**config.mk**
```make
export PLATFORM = sky130hd
export DESIGN_NAME = nvsram_cmd_detect
export DESIGN_NICKNAME = d
export VERILOG_FILES = /design/src/rtl/nvsram_cmd_detect.sv
export SDC_FILE = /design/constraint.sdc
export NUM_CORES = 1
export LEC_CHECK = 0
export BUFFER_PORTS_ARGS = -buffer_cell sky130_fd_sc_hd__buf_2
export CORE_AREA = 2 2 39 41
export DETAILED_ROUTE_END_ITERATION = 12
export DIE_AREA = 0 0 41 43
export PLACE_DENSITY = 0.66
export SLEW_MARGIN = 10
export SYNTH_ARGS = -nofsm -noshare
export SYNTH_HDL_FRONTEND = slang
export SYNTH_SLANG_ARGS = --single-unit
```
**constraint.sdc**
```tcl
create_clock -name clk -period 2.94 [get_ports clk]
set_input_delay 0.147 -clock clk [delete_from_list [all_inputs] [get_ports clk]]
set_output_delay 0.147 -clock clk [all_outputs]
set_load 0.05 [all_outputs]
```
**src/rtl/nvsram_cmd_detect.sv**
```systemverilog
module nvsram_cmd_detect #(
  parameter int ADDR_W = 15,
  parameter int CMP_W  = 14,
  parameter logic [CMP_W-1:0] SEQ0 = 14'h0E38,
  parameter logic [CMP_W-1:0] SEQ1 = 14'h31C7,
  parameter logic [CMP_W-1:0] SEQ2 = 14'h03E0,
  parameter logic [CMP_W-1:0] SEQ3 = 14'h3C1F,
  parameter logic [CMP_W-1:0] SEQ4 = 14'h303F,
  parameter logic [CMP_W-1:0] STORE_A  = 14'h0FC0,
  parameter logic [CMP_W-1:0] RECALL_A = 14'h0C63
) (
  input  logic              clk,
  input  logic              rst,
  input  logic              cyc_valid,
  input  logic [ADDR_W-1:0] addr,
  input  logic              wr_n,
  output logic              store_req,
  output logic              recall_req
);
  localparam int STEPS = 6;
  localparam int SW = $clog2(STEPS);
  localparam logic [SW-1:0] LAST = SW'(STEPS - 1);

  logic [SW-1:0]    step;
  logic [CMP_W-1:0] key, expect_a;
  logic             at_last, rd, hit_pre, hit_store, hit_recall, is_first;

  always_comb begin
    case (step)
      SW'(0):  expect_a = SEQ0;
      SW'(1):  expect_a = SEQ1;
      SW'(2):  expect_a = SEQ2;
      SW'(3):  expect_a = SEQ3;
      default: expect_a = SEQ4;
    endcase
  end

  assign key        = addr[CMP_W-1:0];
  assign rd         = cyc_valid && wr_n;
  assign at_last    = step == LAST;
  assign hit_pre    = !at_last && key == expect_a;
  assign hit_store  = at_last && key == STORE_A;
  assign hit_recall = at_last && key == RECALL_A;
  assign is_first   = key == SEQ0;

  always_ff @(posedge clk) begin
    if (rst) begin
      step       <= '0;
      store_req  <= 1'b0;
      recall_req <= 1'b0;
    end else begin
      store_req  <= rd && hit_store;
      recall_req <= rd && hit_recall;
      if (cyc_valid) begin
        if (!wr_n)                      step <= '0;
        else if (hit_pre)               step <= step + SW'(1);
        else if (hit_store||hit_recall) step <= '0;
        else                            step <= is_first ? SW'(1) : '0;
      end
    end
  end


  one_kind_chk: assert property (@(posedge clk) disable iff (rst)
    !(store_req && recall_req));


  store_after_last_chk: assert property (@(posedge clk) disable iff (rst)
    store_req |-> ($past(step) == LAST && $past(cyc_valid) && $past(wr_n)));


  recall_after_last_chk: assert property (@(posedge clk) disable iff (rst)
    recall_req |-> ($past(step) == LAST && $past(cyc_valid) && $past(wr_n)));


  write_abort_chk: assert property (@(posedge clk) disable iff (rst)
    (cyc_valid && !wr_n) |=> (step == '0 && !store_req && !recall_req));


  idle_hold_chk: assert property (@(posedge clk) disable iff (rst)
    !cyc_valid |=> $stable(step));


  top_bit_recall_chk: assert property (@(posedge clk) disable iff (rst)
    (rd && at_last && addr[ADDR_W-1] && addr[CMP_W-1:0] == RECALL_A) |=> recall_req);


  step_range_chk: assert property (@(posedge clk) disable iff (rst)
    step <= LAST);
endmodule

```
# [Word-level counts from Yosys, hierarchy flattened]
# Cells that the tools add are included.
[totals] regBits=5 in_bits=19 out_inout_bits=2 wordCells=26
[op_classes] add_sub_neg=1 n_eq_ne=8 mux=5 reduce_logical=9
[op_table] cell="$pmux 14 s4" n=1
[op_table] cell="$eq 14x12->1 const B" n=3
[op_table] cell="$eq 14x14->1" n=1
[op_table] cell="$eq 3x2->1 const B" n=2
[op_table] cell="$logic_and 1x1->1" n=6
[op_table] cell="$mux 3" n=2
[op_table] cell="$add 3x1->3 const B" n=1
[op_table] cell="$eq 3x1->1 const B" n=1
[op_table] cell="$eq 3x3->1 const B" n=1
[op_table] cell="$logic_not 3->1" n=1
[op_table] cell="$mux 1" n=2
[op_table] cell="$logic_not 1->1" n=1
[op_table] cell="$logic_or 1x1->1" n=1

# [Depth between registers and ports, before layout]
# Gate-level depths: netlist (run 1).
[depth] depth_word=6 ltp_mapped=8 mapped_depth_nobuf=7

# [Least setup slack after synthesis (run 1)]
# Ideal clock, no wire load.
[synth_timing] path_type="register to register" startpoint="reg step[0]" endpoint="reg step[0]" setup_ps=123 arrival_ps=1932 required_ps=2817 setup_slack_ps=885 stages_incl_launch_ff=8 n_path_buf=0 synth_period_minus_slack_ps=2055 cell_sequence="dfxtp_1 inv_1 ha_1 or3_1 a221oi_2 nor2_1 nor4_4 mux2_1"
[synth_via] elab_chain_len=6 word_cells_on_any_way=16 classes_between="add/sub: 1; eq/ne: 5; mux: 4; reduce/logical: 6"
[synth_rtl] element="start: declaration" line_no="24" source="logic [SW-1:0] step;"
[synth_rtl] element="start signal: assignment" line_no="56" source="else if (hit_pre) step <= step + SW'(1);"
[synth_rtl] element="start signal: assignment" line_no="58" source="else step <= is_first ? SW'(1) : '0;"
[synth_rtl] element="$eq 3x2->1 (tied with other cells)" line_no="29" source="case (step)"
[synth_rtl] element="$pmux 14 s4 (tied with other cells)" line_no="29"
[synth_rtl] element="$eq 14x14->1 or $logic_or 1x1->1 (tied branches)" line_no="41, 57"
[synth_rtl] element="$logic_and 1x1->1 or $mux 1 (tied branches)" line_no="41, 57"
[synth_rtl] element="$mux 3 *" line_no="56"
[synth_rtl] element="$mux 3 *" line_no="55" source="if (!wr_n) step <= '0;"
# Mark *: on every way between the ends. The rest lies on a longest branch, timed or not.
# A chain may end at the register's enable or synchronous reset.

# [Final worst setup path (run 1)]
[layout_timing] startpoint="reg step[2]" endpoint="reg step[0]"
# Same word-level chain as after synthesis.

==> results.md, run 1 <==
- FMAX: approximately 450 MHz
- Clk Latency, worst-skew pair: approximately 0.24 ns
- Synth cell types: 29
- CTS Buf Count: 3
- CP Cell Sequence: inv_1 -> ha_1 -> or3_1 -> a21oi_1 -> o21ai_0 -> nor4_4 -> mux2_1
- ANT cells: 0
- Num ports: 21
- Die W: between 40 and 50 um
- Synth Area in Adders: between 10% and 20%
- Overall Power: around 180 uW
- CTS tree: done
- GRT Util Overall: about 15%
- Post-Synth XOR/XNOR Area: 0%
- Placement Rows: 14
- Hold_ws: about 0.16 ns
- R2R Path Start: step[2]
- Synth Net Count: 90
- Filler cells: 157
- Final Cell Area: around 640 sq um
- Leakage: ~0.30 nW
- Port bufs: 19
- Mean Syn Cell Area: 7.66 sq um
- ANT nets after route: 0
- Status: finished, final reports clean
- DP HPWL: 986 um
- Hold Crit Class: in2reg
- Layout Nets: roughly 110
- Register area share after synthesis: 19.8%
- Most frequent cells in the layout: 19 x buf_2, 8 x nand2_1, 8 x nor2_1
- Worst-case reg-to-reg path depth: 7
- Hold-fix buffers, CTS: 0
- Multi-input gate area: about 380 sq um
- Slowest stage delay, CP: between 0.5 and 0.6 ns
- Worst Hold Depth: 3
- Fraction of layout cells with a size suffix above 1: between 20% and 30%
- Largest family of logic cells by synthesized area: simple AND/OR/NAND/NOR gates
- Power density cells: 277 nW/um^2
- Post_cts resized: 0
- Max cap viols: 0
- Starting DRT DRC Count: 9
- Sequential Area: around 100 sq um
- WL final: around 1200 um
- TNS Setup: 0 ns
- First-pass GRT wire length: between 1500 and 2000 um
- Final setup vio count: 0
- Total die area: ~1800 sq um
- EDFF count, synth: 0
- DRC: 0
- WL/cell: approximately 11 um
- Final hold vios: 0
- Critical Path RT: around 3 ns
- Gpl congestion: about 0.71
- Worst-margin pin slew: about 0.44 ns
- Worst path slowest cell: dfxtp_1
- Number of global-route vias before repair: 495
- Post-CTS Setup Bufs: 0
- Final critical-path required period: ~2.2 ns
- Yosys top cell area share: about a fifth
- Sink Count: 5
- Ys async rst share: 0%
- Synthesized instance count: 66
- Synth warn: 0
- Post-synth top area cell: dfxtp_1
- Compound-Gate Fraction of Synth Area: between 10% and 20%
- VDD IR max: 0.000251 V
- Setup ws final: around 0.74 ns
- Vias per std cell: ~5.5
- Clock root buffer: clkbuf_4
- Synth Cell Area: around 510 sq um
- Placed insts: 100
- Slew margin rel.: between 70% and 80%
- Final core utilization: 46.4%
- Initial antenna violation count: 0
- Core footprint: ~1400 sq um
- Top FF cell, synth: dfxtp_1
- TritonRoute pass-1 iters: 4
- Dpl ws: around 0.74 ns
- Remaining global-route overflow: 0
- Max FO, Critical Path: 11
- Skew final: 0.00136 ns
- Clk buf depth: 2
- Final Max Slew Viols: 0
- Starting Density: 36.5%
- H-tree levels: 1
- Vias: roughly 570
- Non-Filler Instances: around 100
- Chip Height: 43 um
- Number of synthesized register bits: 5
- RSZ-0062 raised after global routing: no
- Clock-pin transition on the worst setup and hold timing paths: 0.04 ns
- Mux share of post-synthesis cell area: 4.21%
- Hold wc startpoint: addr[7]
- Critical path origin: step[2]
- Most common cell after layout, fill and taps aside: buf_2
- Area grow syn2layout: 27.0%
- Synth Area in Simple Gates: around two fifths
- Startpoint Class: flop
- WP data arrival: approximately 2.3 ns
- Critical Path Sink Type: flop
- Largest net degree at the start of global routing: 12
- DP Area: 616 sq um
- Ratio of final minimum period to clock period: between 70% and 80%
- Kind of critical path: reg2reg
- Synth top area cells: dfxtp_1 20%, ha_1 12%, nand2_1 5.9%
cell usage after synthesis, drive strengths merged (2+ instances only):
library cell  number
o21ai              3
nor2               8
or3                3
nand3              3
nand2              8
nor3               3
inv                5
ha                 5
nor4               4
nand4              2
dfxtp              5
layout make-up:
class	instances	share of cell area, %
multi-input combinational	55	59.5
sequential	5	15.6
timing repair buffer	19	14.8
clock buffer	4	4.09
tap	16	3.12
inverter	5	2.92
layer usage:
metal | wire, um | vias up | global-route usage [%]
met5 | 0 | - | 0
met4 | 0 | 0 | 2.00
met1 | 502 | 262 | 16.3
li1 | - | 294 | -
met3 | 84 | 0 | 7.85
met2 | 589 | 15 | 25.6
registers in the layout, indices dropped and copies added, names as in the netlist:
name	cells
step	3
store_req	1
recall_req	1
power breakdown:
part	leakage [nW]	switching [mW]	internal, mW
Combinational	0.247	0.0170	0.0142
Sequential	0.0402	0.000000666	0.0681
Clock	0.0150	0.0270	0.0512
Total	0.302	0.0441	0.133
path summary, 6_finish.rpt:
kind                                   to  slack [ns]
worst max-delay path              step[0]        0.74
worst min-delay path            store_req        0.16
worst max register to register    step[0]        0.74
worst min register to register    step[1]        0.53
critical path, delay by kind of cell (launching register included):
family / cells / cell delay [ns]
fa+ha+maj: 1 / 0.25
compound gates: 2 / 0.27
flops: 1 / 0.52
mux: 1 / 0.35
buf+inv: 1 / 0.11
simple gates: 2 / 0.59
cells by family after synthesis:
logic type               count (synthesis)
AND/OR/NAND/NOR                         36
adder cells (fa/ha/maj)                  5
flip-flops                               5
AO/OA/AOI/OAI                           12
multiplexers                             2
buffers and inverters                    6
Power figures use the tool's default switching activity.
==> run 2: changes to the inputs <==
--- a/config.mk
+++ b/config.mk
@@ -9,7 +9,7 @@
 export CORE_AREA = 2 2 39 41
 export DETAILED_ROUTE_END_ITERATION = 12
 export DIE_AREA = 0 0 41 43
-export PLACE_DENSITY = 0.66
+export PLACE_DENSITY = 0.68
 export SLEW_MARGIN = 10
 export SYNTH_ARGS = -nofsm -noshare
 export SYNTH_HDL_FRONTEND = slang
==> constraint.sdc (replaced) <==
create_clock -name clk -period 2 [get_ports clk]
set_input_delay 0.1 -clock clk [delete_from_list [all_inputs] [get_ports clk]]
set_output_delay 0.1 -clock clk [all_outputs]
set_load 0.05 [all_outputs]
==> run 2 against run 1 <==
Net effect: hold slack got worse by 0.048 ns; setup slack got worse by 0.77 ns; sequential power increased by 45%; the run now ends with negative setup slack left; design area increased by 16%; critical path type unchanged; first-iteration DRC count increased by 22%; die area unchanged; via count increased by 6.3%; combinational power increased by 63%.
==> results.md, run 2 (synthesis gave the netlist of run 1 again) <==
- Kind of critical path: reg2reg
- Port bufs: 19
- Starting Density: between 30 and 40%
- Clk buf depth: 2
- Die W: just over 40 um
- H-tree levels: 1
- Most frequent cells in the layout: 19 x buf_2, 8 x nand2_1, 6 x nor2_1
- Post-CTS Setup Bufs: 0
- Final setup vio count: 1
- Non-Filler Instances: about 110
- Top flop regs: step: 3 flops, recall_req: 1 flops, store_req: 1 flops
- Skew final: around 0.00057 ns
- Clk Latency, worst-skew pair: ~0.24 ns
- Power density cells: approximately 350 nW/um^2
- Core footprint: 1380 sq um
- Slowest stage delay, CP: 0.36 ns
- Dpl ws: -0.0408 ns
- Starting DRT DRC Count: 11
- WL/cell: ~13 um
- Critical Path RT: 2.12 ns
- FMAX: just under 500 MHz
- RSZ-0062 raised after global routing: yes
- Layout Nets: between 100 and 150
- Clock Power Share: between 40 and 50%
- Startpoint Class: flop
- Seq pwr share: around 37%
- Leakage: roughly 0.33 nW
- Area grow syn2layout: 47.3%
- Ratio of final minimum period to clock period: 102%
- Num ports: 21
- Vias per std cell: approximately 5.6
- Worst path slowest cell: dfxtp_4
- DP HPWL: 1110 um
- Slew margin rel.: 75.2%
- Hold_ws: roughly 0.11 ns
- Reg with most FFs: step
- Hold Crit Class: in2reg
- GRT Util Overall: 17.4%
- Worst-margin pin slew: about 0.37 ns
- Sequential Area: between 100 and 150 sq um
- Max FO, Critical Path: 4
- Gpl congestion: 0.750
- Filler cells: 141
- CTS Buf Count: 3
- Final critical-path required period: 2.03 ns
- Final core utilization: a little over half
- Critical path's most frequent cell: ha_4
- Largest net degree at the start of global routing: 11
- P_int: slightly below 200 uW
- R2R setup slack: -0.03 ns
- Placement Rows: 14
- Final Cell Area: 744 sq um
- VDD IR max: 0.000408 V
- Final Max Slew Viols: 0
- ANT nets after route: 0
- DRC: 0
- Max cap viols: 0
- Final hold vios: 0
- Chip Height: approximately 43 um
- WL final: about 1400 um
- Status: complete, but fails checks
- Placed insts: between 100 and 150
- Critical Path Sink Type: flop
- Clock root buffer: clkbuf_4
- First-pass GRT wire length: roughly 2100 um
- Total die area: about 1800 sq um
- Number of global-route vias before repair: around 570
- Most common cell after layout, fill and taps aside: buf_2
- Clock-pin transition on the worst setup and hold timing paths: 0.04 ns
- Worst-case reg-to-reg path depth: 7
- DP Area: ~680 sq um
- Fraction of layout cells with a size suffix above 1: 49.5%
- Setup ws final: -0.0345 ns
- Initial antenna violation count: 0
- Max FFs per register: 3
- Multi-input gate area: approximately 440 sq um
- Switch share: 25.4%
- CTS tree: done
- WP data arrival: 2.16 ns
- Failing checks: negative setup slack
- Switching Power: roughly 67 uW
- Hold-fix buffers, CTS: 0
- TritonRoute pass-1 iters: 4
- Worst Hold Depth: 3
- CP Cell Sequence: ha_4 -> ha_4 -> or3_4 -> a21oi_2 -> o21ai_2 -> nor4_4 -> mux2_4
- ANT cells: 0
- Remaining global-route overflow: 0
- Vias: roughly 610
- Sink Count: 5
- Part of the power in combinational logic: around a fifth
[run 2: cell types whose count changed in the layout (fill, tap and decap cells not counted), sizes merged]
cell / delta
buf: +5
[run 2: worst paths after layout]
check             startpoint   endpoint
setup / recovery     step[0]    step[0]
setup reg to reg     step[0]    step[0]
hold reg to reg      step[1]    step[1]
hold / removal       addr[7]  store_req
[run 2: final cells by class]
cell class	instances	share of cell area (%)
clock buffers	4	3.53
inverters	5	2.52
flip-flops and latches	5	14.3
well taps	16	2.69
repair buffers	24	17.8
multi-input cells	55	59.2
[run 2: repair_timing]
action | in CTS | in global routing
pin swaps | 5 | 2
resized for setup | 7 | 4
hold endpoints to repair | 0 | 0
endpoints found under the setup margin | 1 | 3
[run 2: metrics by stage]
stage               setup TNS [ns]  power [mW]
CTS                       -0.00352       0.267
finish                     -0.0345       0.264
global route                -0.139       0.280
floorplan                        0       0.120
detailed placement         -0.0408       0.150
global placement           -0.0154       0.148
[run 2: critical path: cells and delay by family (launching register included)]
kind / cells / cell delay, ns
and+or+nand+nor: 2 / 0.67
DFF: 1 / 0.36
muxes: 1 / 0.33
adders and majority gates: 2 / 0.32
AOI/OAI and AO/OA: 2 / 0.24
[run 2: metal layers]
layer | global-route usage, % | vias up | part of all wire, %
met2 | 31.9 | 23 | 51
met5 | 0 | - | 0
met3 | 8.38 | 4 | 7.1
li1 | - | 305 | -
met1 | 16.9 | 275 | 39
met4 | 2.00 | 0 | 2.6
[run 2: power groups by stage]
stage               registers [mW]  clock network, mW  logic [mW]
floorplan                    0.102                  0      0.0180
global placement             0.102                  0      0.0463
detailed placement           0.102                  0      0.0483
CTS                         0.0987              0.119      0.0494
global route                0.0985              0.125      0.0565
finish                      0.0987              0.114      0.0510
==> run 3: changes to the inputs <==
--- a/config.mk
+++ b/config.mk
@@ -5,11 +5,11 @@
 export SDC_FILE = /design/constraint.sdc
 export NUM_CORES = 1
 export LEC_CHECK = 0
-export BUFFER_PORTS_ARGS = -buffer_cell sky130_fd_sc_hd__buf_2
 export CORE_AREA = 2 2 39 41
 export DETAILED_ROUTE_END_ITERATION = 12
 export DIE_AREA = 0 0 41 43
-export PLACE_DENSITY = 0.68
+export DONT_BUFFER_PORTS = 1
+export HOLD_SLACK_MARGIN = 0.06
 export SLEW_MARGIN = 10
 export SYNTH_ARGS = -nofsm -noshare
 export SYNTH_HDL_FRONTEND = slang
==> run 3 against run 2 <==
Net effect: the flow still finishes with violations (negative setup slack); hold slack gained 0.042 ns; global-route usage down 0.89 points; sequential share of layout area up 1.0 points; via count fell by 9.9%; highest routed layer is now met3; clock-buffer cell count did not move; non-clock buffer count is 13 lower; largest power group unchanged; clock power is essentially flat; clock skew increased by 0.0016 ns; register-to-register slack about the same; total power shrank 8.6%; critical path type unchanged; utilization decreased by 3.6 points.
==> results.md, run 3 (synthesis gave the netlist of run 1 again) <==
- Final hold vios: 0
- Clock-pin transition on the worst setup and hold timing paths: 0.04 ns
- Clk Latency, worst-skew pair: roughly 0.24 ns
- Failing checks: negative setup slack
- Most frequent cells in the layout: 8 x nand2_1, 8 x nor2_1, 7 x buf_4
- WP data arrival: 2.15 ns
- Total die area: 1760 sq um
- Critical Path Sink Type: flop
- VDD IR max: roughly 0.00042 V
- Area grow syn2layout: 37.4%
- R2R setup slack: -0.02 ns
- Hold_ws: about 0.15 ns
- Kind of critical path: reg2reg
- Fraction of layout cells with a size suffix above 1: 31.3%
- Worst-case reg-to-reg path depth: 7
- Remaining global-route overflow: 0
- Largest net degree at the start of global routing: 11
- Skew final: between 0.002 and 0.0025 ns
- Clock root buffer: clkbuf_4
- ANT cells: 0
- Initial antenna violation count: 0
- Final setup vio count: 1
- CTS Buf Count: 3
- Post-CTS Setup Bufs: 0
- DP Area: about 600 sq um
- CTS tree: done
- RSZ-0062 raised after global routing: yes
- Status: complete, but fails checks
- Chip Height: ~43 um
- First-pass GRT wire length: slightly below 2000 um
- Max FO, Critical Path: 5
- Hold Crit Class: in2reg
- Slew margin rel.: 68.7%
- Startpoint Class: flop
- WL final: 1270 um
- H-tree levels: 1
- Final Max Slew Viols: 0
- Final critical-path required period: roughly 2.0 ns
- ANT nets after route: 0
- Clk buf depth: 2
- Port bufs: 0
- Worst Hold Depth: 2
- Number of global-route vias before repair: roughly 530
- Leakage: ~0.29 nW
- TritonRoute pass-1 iters: 4
- Ratio of final minimum period to clock period: 101%
- Sink Count: 5
- Final Cell Area: just under 700 sq um
- Setup ws final: -0.0205 ns
- Final core utilization: 50.2%
- Starting DRT DRC Count: 7
- Placement Rows: 14
- Vias: between 500 and 600
- Max cap viols: 0
- Die W: 41 um
- DRC: 0
- Core footprint: around 1400 sq um
- Layout Nets: about 110
- Max FFs per register: 3
- Worst-margin pin slew: 0.469 ns
- Num ports: 21
- FMAX: slightly below 500 MHz
- GRT Util Overall: 16.5%
- Vias per std cell: roughly 5.7
- Starting Density: between 30 and 40%
- Top flop regs: step: 3 flops, recall_req: 1 flops, store_req: 1 flops
- Power density cells: approximately 350 nW/um^2
- WL/cell: roughly 13 um
- Reg with most FFs: step
- Gpl congestion: about 0.72
- DP HPWL: 1040 um
- Critical Path RT: 2.13 ns
-- run 3: cell count changes in the layout (fill, tap and decap cells not counted), sizes merged --
| cell | before | now |
|---|---|---|
| buf | 24 | 7 |
| dlygate4sd3 | 0 | 4 |
-- run 3: worst max-delay path, stage by stage, from the launching register on --
cell     delay, ns
dfxtp_4       0.35
ha_4          0.16
ha_4          0.16
or3_4         0.36
a21oi_2       0.16
o21ai_2       0.08
nor4_4        0.31
mux2_4        0.33
-- run 3: power by group --
group / switching [mW] / leakage [nW] / internal [mW]
sequential: 0.00000120 / 0.0421 / 0.0987
clock: 0.0403 / 0.0150 / 0.0754
combinational: 0.0131 / 0.230 / 0.0137
-- run 3: final cells by class --
class,instances,area [sq um]
Tap cell,16,20.0
Timing Repair Buffer,11,92.6
Clock buffer,4,26.3
Fill cell,134,689
Sequential cell,5,106
Multi-Input combinational cell,55,430
Inverter,5,18.8
-- run 3: final timing paths --
check | startpoint | to
max reg2reg | step[0] | step[0]
min reg2reg | step[1] | step[1]
min | rst | step[1]
max | step[0] | step[0]
-- run 3: per-stage QoR --
stage	setup TNS, ns	std cells	total power, mW	worst slack (ns)
2_1_floorplan	0	66	0.120	0.00914
3_3_place_gp	-0.0376	88	0.123	-0.0376
3_5_place_dp	-0.0719	88	0.124	-0.0719
4_1_cts	-0.0312	96	0.245	-0.0312
5_1_grt	-0.0776	96	0.255	-0.0722
6_report	-0.0205	96	0.241	-0.0205
-- run 3: routing by layer --
layer | track usage, % | wire length (um)
met5 | 0 | 0
met4 | 2.00 | 0
met3 | 7.85 | 98
met2 | 28.7 | 639
met1 | 17.6 | 537
-- run 3: repair_timing --
item | 4_1_cts | 5_1_grt
resized for setup | 5 | 2
endpoints found under the hold margin | 2 | 0
endpoints found under the setup margin | 1 | 3
pin swaps | 6 | 1
hold buffers | 4 | 0
